<file path="config.mk">
export PLATFORM = sky130hd
export DESIGN_NAME = ts_sbox3
export DESIGN_NICKNAME = d
export VERILOG_FILES = /design/src/rtl/ts_sbox3.sv
export SDC_FILE = /design/constraint.sdc
export NUM_CORES = 1
export LEC_CHECK = 0
export ABC_CLOCK_PERIOD_IN_PS = 11700
export BUFFER_PORTS_ARGS = -buffer_cell sky130_fd_sc_hd__buf_2
export CAP_MARGIN = 20
export CORE_UTILIZATION = 40
export DETAILED_ROUTE_END_ITERATION = 10
export PLACE_DENSITY = 0.68
export SLEW_MARGIN = 30
export SYNTH_ARGS = -nofsm -noshare
export SYNTH_HDL_FRONTEND = slang
export SYNTH_SLANG_ARGS = --single-unit
</file>
<file path="constraint.sdc">
create_clock -name clk -period 11.7 [get_ports clk]
set_input_delay 3.51 -clock clk [delete_from_list [all_inputs] [get_ports clk]]
set_output_delay 3.51 -clock clk [all_outputs]
set_load 0.02 [all_outputs]
</file>
<file path="src/rtl/ts_sbox3.sv">
module ts_sbox3 #(
  parameter bit SHUFFLE_EN = 1'b1
) (
  input  logic        clk,
  input  logic        rst_n,
  input  logic        in_valid,
  input  logic [3:0]  in_a,
  input  logic [3:0]  in_b,
  input  logic [3:0]  in_c,
  input  logic [11:0] sel_g,
  input  logic [11:0] sel_f,
  output logic        out_valid,
  output logic [3:0]  out_a,
  output logic [3:0]  out_b,
  output logic [3:0]  out_c
);

  localparam logic [3:0] G_CONST = 4'h7;
  localparam logic [3:0] F_CONST = 4'h0;

  function automatic logic [11:0] reorder(input logic [3:0] a, b, c,
                                          input logic [11:0] s);
    logic [3:0] p, q, r;
    for (int i = 0; i < 4; i++) begin
      case (s[3*i +: 3])
        3'd0:    {p[i], q[i], r[i]} = {a[i], b[i], c[i]};
        3'd1:    {p[i], q[i], r[i]} = {a[i], c[i], b[i]};
        3'd2:    {p[i], q[i], r[i]} = {b[i], a[i], c[i]};
        3'd3:    {p[i], q[i], r[i]} = {b[i], c[i], a[i]};
        3'd4:    {p[i], q[i], r[i]} = {c[i], a[i], b[i]};
        3'd5:    {p[i], q[i], r[i]} = {c[i], b[i], a[i]};
        3'd6:    {p[i], q[i], r[i]} = {b[i], c[i], a[i]};
        default: {p[i], q[i], r[i]} = {c[i], a[i], b[i]};
      endcase
    end
    return {p, q, r};
  endfunction

  function automatic logic xq(input logic [3:0] m, o, input int i, j);
    return (m[i] & m[j]) ^ (m[i] & o[j]) ^ (o[i] & m[j]);
  endfunction

  // bit 3 = x, 2 = y, 1 = z, 0 = w; m carries own-index terms, o the partner
  function automatic logic [3:0] g_part(input logic [3:0] m, o);
    logic [3:0] r;
    r[3] = m[2] ^ m[1] ^ m[0];
    r[2] = m[2] ^ m[1];
    r[1] = m[3] ^ m[1] ^ xq(m, o, 2, 0) ^ xq(m, o, 1, 0);
    r[0] = m[0] ^ xq(m, o, 3, 2) ^ xq(m, o, 3, 1) ^ xq(m, o, 2, 1);
    return r;
  endfunction

  function automatic logic [3:0] f_part(input logic [3:0] m, o);
    logic [3:0] r;
    r[3] = m[2] ^ m[1] ^ m[0] ^ xq(m, o, 3, 0);
    r[2] = m[3] ^ xq(m, o, 1, 0);
    r[1] = m[2] ^ m[1] ^ xq(m, o, 3, 0);
    r[0] = m[1] ^ xq(m, o, 2, 0);
    return r;
  endfunction

  function automatic logic [3:0] sbox_ref(input logic [3:0] v);
    case (v)
      4'h0: return 4'hC;  4'h1: return 4'h5;  4'h2: return 4'h6;  4'h3: return 4'hB;
      4'h4: return 4'h9;  4'h5: return 4'h0;  4'h6: return 4'hA;  4'h7: return 4'hD;
      4'h8: return 4'h3;  4'h9: return 4'hE;  4'hA: return 4'hF;  4'hB: return 4'h8;
      4'hC: return 4'h4;  4'hD: return 4'h7;  4'hE: return 4'h1;  default: return 4'h2;
    endcase
  endfunction

  logic [3:0] x1, x2, x3;
  logic [3:0] y1_q, y2_q, y3_q;
  logic [3:0] y1, y2, y3;
  logic       vld_q;

  generate
    if (SHUFFLE_EN) begin : g_mix
      assign {x1, x2, x3} = reorder(in_a, in_b, in_c, sel_g);
      assign {y1, y2, y3} = reorder(y1_q, y2_q, y3_q, sel_f);
      always_comb assert_reorder_g_xor_R8: assert ((x1 ^ x2 ^ x3) == (in_a ^ in_b ^ in_c));
      always_comb assert_reorder_f_xor_R8: assert ((y1 ^ y2 ^ y3) == (y1_q ^ y2_q ^ y3_q));
    end else begin : g_plain
      assign {x1, x2, x3} = {in_a, in_b, in_c};
      assign {y1, y2, y3} = {y1_q, y2_q, y3_q};
    end
  endgenerate

  always_ff @(posedge clk) begin
    if (!rst_n) begin
      vld_q <= 1'b0;
      y1_q  <= '0;
      y2_q  <= '0;
      y3_q  <= '0;
    end else begin
      vld_q <= in_valid;
      if (in_valid) begin
        y1_q <= G_CONST ^ g_part(x2, x3);
        y2_q <= g_part(x3, x1);
        y3_q <= g_part(x1, x2);
      end
    end
  end

  assign out_valid = vld_q;
  assign out_a     = F_CONST ^ f_part(y2, y3);
  assign out_b     = f_part(y3, y1);
  assign out_c     = f_part(y1, y2);

  assert_valid_follows_R5: assert property (@(posedge clk) disable iff (!rst_n)
    in_valid |=> out_valid);
  assert_valid_idle_R5: assert property (@(posedge clk) disable iff (!rst_n)
    !in_valid |=> !out_valid);
  assert_recombine_R1: assert property (@(posedge clk) disable iff (!rst_n)
    in_valid |=> ((out_a ^ out_b ^ out_c) == sbox_ref($past(in_a ^ in_b ^ in_c))));
  assert_hold_R6: assert property (@(posedge clk) disable iff (!rst_n)
    (!in_valid && $stable(sel_f)) |=> $stable({out_a, out_b, out_c}));

endmodule

</file>
==> flow_metrics.py, run 1 <==
metrics = {
    "yosys": {
        "synth-simple-area-share": 0.242,
        "synth_most_common_cell": "xnor2_1",
        "netlist_instances": 340,
        "synthMuxAreaShare": 0.133,
        "netlist_top_cells_count": "xnor2_1, nor2_1, mux2i_1",
        "synth_area_leader_cell": "xnor2_1",
        "synth_compound_area_frac": 0.229,
        "synth_area_per_cell_um2": 7.52,
        "async_flop_share": 0,
        "synth_nets": 383,
        "synth_top_family_by_area": "simple AND/OR/NAND/NOR gates",
        "synth_top_cell_area_share": 0.137,
        "ys.flop_type": "dfxtp_1",
        "synth.area.top_cells": "xnor2_1, dfxtp_1, mux2i_1",
        "synth_edf_count": 0,
        "yosys_warnings": 0,
        "synth-seq-cells": 13,
        "synthAdderAreaFrac": 0.0196,
        "ys_seq_area_frac": 0.102,
        "yosys.area_share.xor_xnor": 0.211,
        "syn-cell-area_um2": 2560,
        "yosysUniqueCellTypes": 55,
    },
    "sta": {
        "rsz0062_at_grt": "no",
        "max_freq_ghz": 0.111,
        "worstMarginPinSlew_ns": 0.758,
        "hold_slack_ns": 0.499,
        "finalCriticalPeriod_ns": 9.01,
        "relSlewSlack": 0.495,
        "skew_ns": 0,
        "tns_ns": 0,
        "finalSetupViolCount": 0,
        "hold_viol": 0,
        "finalMaxSlewViolations": 0,
        "fin_ws_ns": 2.69,
        "finalCritPeriodShare": 0.770,
    },
    "worst_setup_path": {
        "endpoint_kind": "output pin",
        "arrival_ns": 5.50,
        "crit_slowest_cell": "a311o_1",
        "reg2reg_from": "y1_q[1]",
        "critPathRequiredTime_ns": 8.19,
        "path_cells": "buf_2, inv_1, nand2_1, a311o_1, nand2b_1, xnor2_1, mux2i_1, xnor2_1, xnor2_1, buf_2",
        "startpoint_type": "primary input",
        "rr_worst_depth": 2,
        "path_max_fanout": 15,
        "r2r-end": "y1_q[1]",
        "cp_common_cell": "xnor2_1",
        "path_class": "in -> out",
        "r2r_slack_ns": 10.95,
        "crit_path_max_incr_delay_ns": 0.56,
    },
    "clock_tree": {
        "numCtsBuffers": 3,
        "tritoncts": "built",
        "cts_max_path_buffers": 2,
        "cts.sinks": 13,
        "ctsHoldBuffers": 0,
        "clk-insertion-delay-late_ns": 0.24,
        "cts_root_buffer": "clkbuf_8",
        "cts.clk_slew.worst_paths_ns": 0.05,
        "htree_levels": 1,
        "post_cts_buffers": 0,
        "cts_resized": 0,
    },
    "placement": {
        "port_buffers": 51,
        "place_congestion": 0.764,
        "dp_hpwl_um": 4290,
        "place_ws_ns": 2.46,
    },
    "global_routing": {
        "grt-ovfl-total": 0,
        "antenna_found_initial": 0,
        "gr-usage-all-layers": 0.170,
        "grt_pass1_vias": 2126,
        "grt_pass1_wl_um": 9180,
        "grt_max_degree": 19,
    },
    "worst_hold_path": {
        "holdPathStages": 2,
        "hp-start": "y2_q[1]",
        "min_to": "y2_q[1]",
        "hp-class": "reg -> reg",
    },
    "die": {
        "die_h_um": 81.9,
        "io_pins": 52,
        "rows": 28,
        "start_util": 0.424,
        "dieArea_um2": 6710,
        "die_w_um": 81.9,
        "core_um2": 6030,
    },
    "finish": {
        "layout-drive-gt1-share": 0.206,
        "nets": 418,
        "insertedDiodeCount": 0,
        "syn2layout_area_growth_pct": 11.6,
    },
    "power": {
        "p_per_area_nw_per_um2": 127,
        "ir_worst_vdd_mv": 0.107,
        "p_leak_nw": 1.19,
    },
    "route": {
        "drc": 0,
        "vias_per_cell": 5.47,
        "wire_per_inst_um": 12.2,
        "postRouteWirelength_um": 5470,
        "drt_iter0_drc": 107,
        "dr.pass1.iters": 4,
        "num_vias": 2458,
        "ant_nets": 0,
    },
    "job": {
        "maxCapViolCount": 0,
    },
    "run_status": {
        "status": "finished, final reports clean",
    },
}
## worst max-delay path, delay by kind of cell
kind	cells	cell delay [ns]
buffers and inverters	3	0.43
XOR/XNOR	3	0.45
AO/OA/AOI/OAI	1	0.56
multiplexers	1	0.22
AND/OR/NAND/NOR	2	0.33
## logic make-up after synthesis
group / after synthesis
AND/OR/NAND/NOR: 118
AO/OA/AOI/OAI: 77
XOR/XNOR: 60
buffers and inverters: 35
multiplexers: 33
flip-flops: 13
adder cells (fa/ha/maj): 4
## layer usage
metal  wire length, um  global-route usage  up-vias
li1                  -                   -     1290
met1              2690               0.212     1133
met5                 0                   0        -
met2              2580               0.302       33
met3               173              0.0300        2
met4                19              0.0333        0
## where the power goes
group / total (mW) / switching (mW) / internal [mW]
clock: 0.0398 / 0.0163 / 0.0235
sequential: 0.0592 / 0.00739 / 0.0518
combinational: 0.263 / 0.150 / 0.114
total: 0.362 / 0.173 / 0.189
## cell type report
cell class	instances	area, um^2
clock buffers	3	41.3
clock inverters	1	5.00
fillers	616	3170
inverters	12	45.0
multi-input cells	292	2140
flip-flops and latches	13	260
well taps	75	93.8
repair buffers	53	270
## how the worst max path moves through the flow
stage	start	to	slack, ns	cells after the start
6_report	sel_f[0]	out_c[3]	2.69	10
3_3_place_gp	sel_f[2]	out_a[3]	2.59	10
2_1_floorplan	sel_f[1]	out_a[3]	2.46	9
4_1_cts	sel_f[2]	out_a[3]	2.46	10
5_1_grt	sel_f[0]	out_a[3]	2.53	10
3_5_place_dp	sel_f[2]	out_a[3]	2.46	10
## sequential cells by signal, indices dropped and copies added, names as in the netlist
signal / count
y1_q: 4
y2_q: 4
out_valid: 1
y3_q: 4
## cells in the final DEF (no fill, tap or decap), drive strengths merged, types with 11 or more instances in the layout
master and n:
a21oi 15, buf 53, dfxtp 13, inv 11, mux2i 25, nand2 24, nor2 33, o21ai 16
xnor2 40, xor2 19
## stage by stage
| step | utilization | instances | instance area [um^2] | power [mW] |
|---|---|---|---|---|
| 6_report | 0.473 | 449 | 2850 | 0.362 |
| 4_1_cts | 0.473 | 449 | 2850 | 0.364 |
| 3_3_place_gp | 0.465 | 445 | 2800 | 0.318 |
| 2_1_floorplan | - | 340 | 2560 | 0.266 |
| 3_5_place_dp | 0.465 | 445 | 2800 | 0.323 |
| 5_1_grt | 0.473 | 449 | 2850 | 0.395 |
Note: power is estimated with default switching activity, not from simulation.
==> inputs of run 2 (changes only) <==
--- a/config.mk
+++ b/config.mk
@@ -5,12 +5,12 @@
 export SDC_FILE = /design/constraint.sdc
 export NUM_CORES = 1
 export LEC_CHECK = 0
-export ABC_CLOCK_PERIOD_IN_PS = 11700
+export ABC_CLOCK_PERIOD_IN_PS = 7400
 export BUFFER_PORTS_ARGS = -buffer_cell sky130_fd_sc_hd__buf_2
 export CAP_MARGIN = 20
 export CORE_UTILIZATION = 40
 export DETAILED_ROUTE_END_ITERATION = 10
-export PLACE_DENSITY = 0.68
+export PLACE_DENSITY = 0.71
 export SLEW_MARGIN = 30
 export SYNTH_ARGS = -nofsm -noshare
 export SYNTH_HDL_FRONTEND = slang
==> constraint.sdc (replaced) <==
create_clock -name clk -period 7.4 [get_ports clk]
set_input_delay 2.22 -clock clk [delete_from_list [all_inputs] [get_ports clk]]
set_output_delay 2.22 -clock clk [all_outputs]
set_load 0.02 [all_outputs]
==> flow_metrics.py, run 2 (synthesized netlist as in run 1, its figures left out) <==
metrics = {
    "finish": {
        "most-common-layout-cells": "buf_2, xnor2_1, nor2_1, mux2i_1, nand2_1",
        "insertedDiodeCount": 0,
        "n_fill_cell": 603,
        "reg_top3": "y1_q: 4 flops, y2_q: 4 flops, y3_q: 4 flops",
        "final_common_cell": "buf_2",
        "nets": 418,
        "syn2layout_area_growth_pct": 11.6,
        "final_util": 0.473,
        "fin_cells": 449,
        "layout-drive-gt1-share": 0.203,
    },
    "global_routing": {
        "grt-ovfl-total": 0,
        "gr-usage-all-layers": 0.167,
        "grt_max_degree": 19,
        "antenna_found_initial": 0,
        "grt_pass1_wl_um": 9030,
        "grt_pass1_vias": 2071,
    },
    "route": {
        "postRouteWirelength_um": 5490,
        "wl_met1_um": 2700,
        "num_vias": 2449,
        "drc": 0,
        "routed.top_layer": "met4",
        "wire_per_inst_um": 12.2,
        "ant_nets": 0,
        "dr.pass1.iters": 4,
        "route.met3.wl_um": 140,
        "wl_met2_um": 2640,
        "drt_iter0_drc": 104,
        "vias_per_cell": 5.45,
    },
    "sta": {
        "finalSetupViolCount": 0,
        "rsz0062_at_grt": "no",
        "max_freq_ghz": 0.155,
        "finalCriticalPeriod_ns": 6.44,
        "finalMaxSlewViolations": 0,
        "worstMarginPinSlew_ns": 0.790,
        "skew_ns": 0,
        "relSlewSlack": 0.473,
        "finalCritPeriodShare": 0.870,
        "hold_viol": 0,
        "fin_ws_ns": 0.963,
        "tns_ns": 0,
    },
    "die": {
        "die_w_um": 81.9,
        "core_um2": 6030,
        "die_h_um": 81.9,
        "dieArea_um2": 6710,
        "rows": 28,
        "io_pins": 52,
        "start_util": 0.424,
    },
    "clock_tree": {
        "post_cts_buffers": 0,
        "cts.clk_slew.worst_paths_ns": 0.05,
        "cts_resized": 0,
        "htree_levels": 1,
        "cts_root_buffer": "clkbuf_8",
        "cts.sinks": 13,
        "numCtsBuffers": 3,
        "ctsHoldBuffers": 0,
        "cts_max_path_buffers": 2,
        "clk-insertion-delay-late_ns": 0.24,
        "tritoncts": "built",
    },
    "worst_hold_path": {
        "holdPathStages": 2,
        "hp-class": "reg -> reg",
        "min_to": "y2_q[1]",
        "hp-start": "y2_q[1]",
    },
    "worst_setup_path": {
        "startpoint_type": "primary input",
        "critPathRequiredTime_ns": 5.18,
        "path_max_fanout": 15,
        "arrival_ns": 4.22,
        "path_class": "in -> out",
        "r2r_slack_ns": 6.65,
        "crit_path_max_incr_delay_ns": 0.57,
        "crit_slowest_cell": "a311o_1",
        "cp_common_cell": "xnor2_1",
        "endpoint_kind": "output pin",
        "rr_worst_depth": 1,
        "r2r-end": "y3_q[1]",
        "path_cells": "buf_2, inv_1, nand2_1, a311o_1, nand2b_1, xnor2_1, mux2i_1, xnor2_1, xnor2_1, buf_2",
        "reg2reg_from": "y3_q[1]",
    },
    "power": {
        "p_leak_nw": 1.18,
        "ir_worst_vdd_mv": 0.163,
        "p_per_area_nw_per_um2": 201,
    },
    "placement": {
        "dp_hpwl_um": 4310,
        "place_ws_ns": 0.707,
        "place_congestion": 0.825,
        "dp_cells": 445,
        "port_buffers": 51,
    },
    "job": {
        "maxCapViolCount": 0,
    },
    "run_status": {
        "status": "finished, final reports clean",
    },
}
-- run 2: cell count changes in the layout (fill, tap and decap cells not counted) --
cell | before | now
clkbuf_1 | 0 | 1
clkinv_2 | 1 | 0
-- run 2: worst max-delay path, delay by kind of cell --
kind / cells / cell delay (ns)
AOI/OAI and AO/OA: 1 / 0.57
xor gates and xnor gates: 3 / 0.46
buffers and inverters: 3 / 0.41
and+or+nand+nor: 2 / 0.34
muxes: 1 / 0.20
-- run 2: worst max path at each step --
stage	startpoint	endpoint	depth (start not counted)
after CTS	sel_f[2]	out_a[3]	10
after floorplan	sel_f[1]	out_a[3]	9
after global routing	sel_f[1]	out_c[3]	10
after global placement	sel_f[2]	out_a[3]	10
final	sel_f[0]	out_c[3]	10
after detailed placement	sel_f[2]	out_a[3]	10
-- run 2: metrics by stage --
step | hold slack [ns] | cell area, um^2 | power [mW]
after global routing | 0.538 | 2850 | 0.625
after CTS | 0.504 | 2850 | 0.576
after detailed placement | 0.496 | 2800 | 0.513
after global placement | 0.486 | 2800 | 0.504
final | 0.500 | 2850 | 0.573
after floorplan | 0.460 | 2560 | 0.421
-- run 2: final cells by class --
class	count	area (um^2)	share of cell area
clock buffer	4	45.0	0.0158
inverter	12	45.0	0.0158
multi-input combinational	292	2140	0.749
sequential	13	260	0.0913
tap	75	93.8	0.0329
timing repair buffer	53	270	0.0948
-- run 2: metal layers --
metal / up-vias / GRT usage
li1: 1288 / -
met1: 1120 / 0.212
met2: 39 / 0.307
met3: 2 / 0.0167
met4: 0 / 0.0263
met5: - / 0
-- run 2: power by group --
part / internal, mW / leakage [nW] / switching, mW
Clock: 0.0379 / 0.0228 / 0.0236
Sequential: 0.0820 / 0.108 / 0.0120
Combinational: 0.180 / 1.05 / 0.237
Total: 0.300 / 1.18 / 0.273
==> inputs of run 3 (changes only) <==
--- a/config.mk
+++ b/config.mk
@@ -5,12 +5,12 @@
 export SDC_FILE = /design/constraint.sdc
 export NUM_CORES = 1
 export LEC_CHECK = 0
-export ABC_CLOCK_PERIOD_IN_PS = 7400
+export ABC_CLOCK_PERIOD_IN_PS = 6510
 export BUFFER_PORTS_ARGS = -buffer_cell sky130_fd_sc_hd__buf_2
 export CAP_MARGIN = 20
 export CORE_UTILIZATION = 40
 export DETAILED_ROUTE_END_ITERATION = 10
-export PLACE_DENSITY = 0.71
+export PLACE_DENSITY = 0.68
 export SLEW_MARGIN = 30
 export SYNTH_ARGS = -nofsm -noshare
 export SYNTH_HDL_FRONTEND = slang
==> constraint.sdc (replaced) <==
create_clock -name clk -period 6.51 [get_ports clk]
set_input_delay 1.953 -clock clk [delete_from_list [all_inputs] [get_ports clk]]
set_output_delay 1.953 -clock clk [all_outputs]
set_load 0.02 [all_outputs]
==> flow_metrics.py, run 3 (synthesized netlist as in run 1, its figures left out) <==
metrics = {
    "run_status": {
        "status": "finished, final reports clean",
    },
    "placement": {
        "place_ws_ns": 0.401,
        "port_buffers": 51,
        "dp_hpwl_um": 4310,
        "place_congestion": 0.763,
        "place_area_um2": 2820,
    },
    "power": {
        "p_leak_nw": 1.19,
        "ir_worst_vdd_mv": 0.204,
        "total_power_mw": 0.655,
        "p_per_area_nw_per_um2": 228,
    },
    "die": {
        "dieArea_um2": 6710,
        "core_um2": 6030,
        "io_pins": 52,
        "die_h_um": 81.9,
        "die_w_um": 81.9,
        "rows": 28,
        "start_util": 0.424,
    },
    "sta": {
        "fin_ws_ns": 0.640,
        "finalMaxSlewViolations": 0,
        "finalCritPeriodShare": 0.902,
        "max_freq_ghz": 0.170,
        "relSlewSlack": 0.495,
        "rsz0062_at_grt": "no",
        "tns_ns": 0,
        "finalSetupViolCount": 0,
        "worstMarginPinSlew_ns": 0.757,
        "hold_viol": 0,
        "finalCriticalPeriod_ns": 5.87,
        "skew_ns": 0,
    },
    "job": {
        "maxCapViolCount": 0,
    },
    "clock_tree": {
        "ctsHoldBuffers": 0,
        "cts_resized": 0,
        "numCtsBuffers": 3,
        "cts_root_buffer": "clkbuf_8",
        "cts.clk_slew.worst_paths_ns": 0.05,
        "clk-insertion-delay-late_ns": 0.24,
        "cts.sinks": 13,
        "cts_max_path_buffers": 2,
        "htree_levels": 1,
        "post_cts_buffers": 0,
        "tritoncts": "built",
    },
    "global_routing": {
        "grt_pass1_wl_um": 9270,
        "grt-ovfl-total": 0,
        "grt_max_degree": 19,
        "antenna_found_initial": 0,
        "grt_pass1_vias": 2169,
        "gr-usage-all-layers": 0.170,
    },
    "worst_hold_path": {
        "hp-class": "reg -> reg",
        "holdPathStages": 2,
    },
    "worst_setup_path": {
        "critPathRequiredTime_ns": 4.56,
        "path_class": "in -> out",
        "endpoint_kind": "output pin",
        "rr_worst_depth": 2,
        "path_max_fanout": 15,
        "startpoint_type": "primary input",
        "arrival_ns": 3.92,
    },
    "finish": {
        "syn2layout_area_growth_pct": 12.1,
        "reg_top3": "y1_q: 4 flops, y2_q: 4 flops, y3_q: 4 flops",
        "final_common_cell": "buf_2",
        "insertedDiodeCount": 0,
        "design_area_um2": 2870,
        "final_util": 0.476,
        "n_fill_cell": 616,
        "most-common-layout-cells": "buf_2, xnor2_1, nor2_1, mux2i_1, nand2_1",
        "layout-drive-gt1-share": 0.207,
        "nets": 420,
    },
    "route": {
        "ant_nets": 0,
        "dr.pass1.iters": 4,
        "wire_per_inst_um": 12.3,
        "vias_per_cell": 5.47,
        "postRouteWirelength_um": 5540,
        "drt_iter0_drc": 83,
        "drc": 0,
        "num_vias": 2466,
    },
}
run 3: cell types whose count changed in the layout (fill, tap and decap cells not counted), sizes merged:
cell | previous run | this run
buf | 53 | 55
run 3: critical path, stage by stage:
cell and delay [ns]:
buf_2 0.15, inv_1 0.06, a211oi_1 0.23, a311o_1 0.54
nand2b_1 0.20, xnor2_1 0.12, mux2i_1 0.11, xnor2_1 0.24
xnor2_1 0.14, buf_2 0.18
run 3: worst paths after layout:
check | startpoint | to | slack [ns]
setup reg to reg | y1_q[0] | y1_q[0] | 5.75
setup / recovery | sel_f[1] | out_c[3] | 0.64
hold reg to reg | y2_q[1] | y2_q[1] | 0.50
hold / removal | y2_q[1] | y2_q[1] | 0.50
run 3: power by group:
part	total (mW)	switching, mW	internal, mW
logic	0.477	0.270	0.207
registers	0.107	0.0143	0.0931
clock network	0.0702	0.0271	0.0431
run 3: cell type report:
type,count,area (um^2),area share
Timing Repair Buffer,55,285,0.0995
Tap cell,75,93.8,0.0327
Multi-Input combinational cell,292,2140,0.746
Inverter,12,45.0,0.0157
Sequential cell,13,260,0.0908
Clock buffer,4,45.0,0.0157
run 3: metrics by stage:
stage / instances / hold WS [ns]
after floorplan: 340 / 0.460
after global placement: 447 / 0.489
after detailed placement: 447 / 0.489
after CTS: 451 / 0.496
after global routing: 451 / 0.519
final: 451 / 0.498
run 3: per-layer routing:
layer  vias to the layer above  global-route usage  wire length (um)
met5                         -                   0                 0
li1                       1291                   -                 -
met3                         5              0.0267               190
met4                         0              0.0316                35
met2                        39               0.307              2560
met1                      1131               0.211              2760
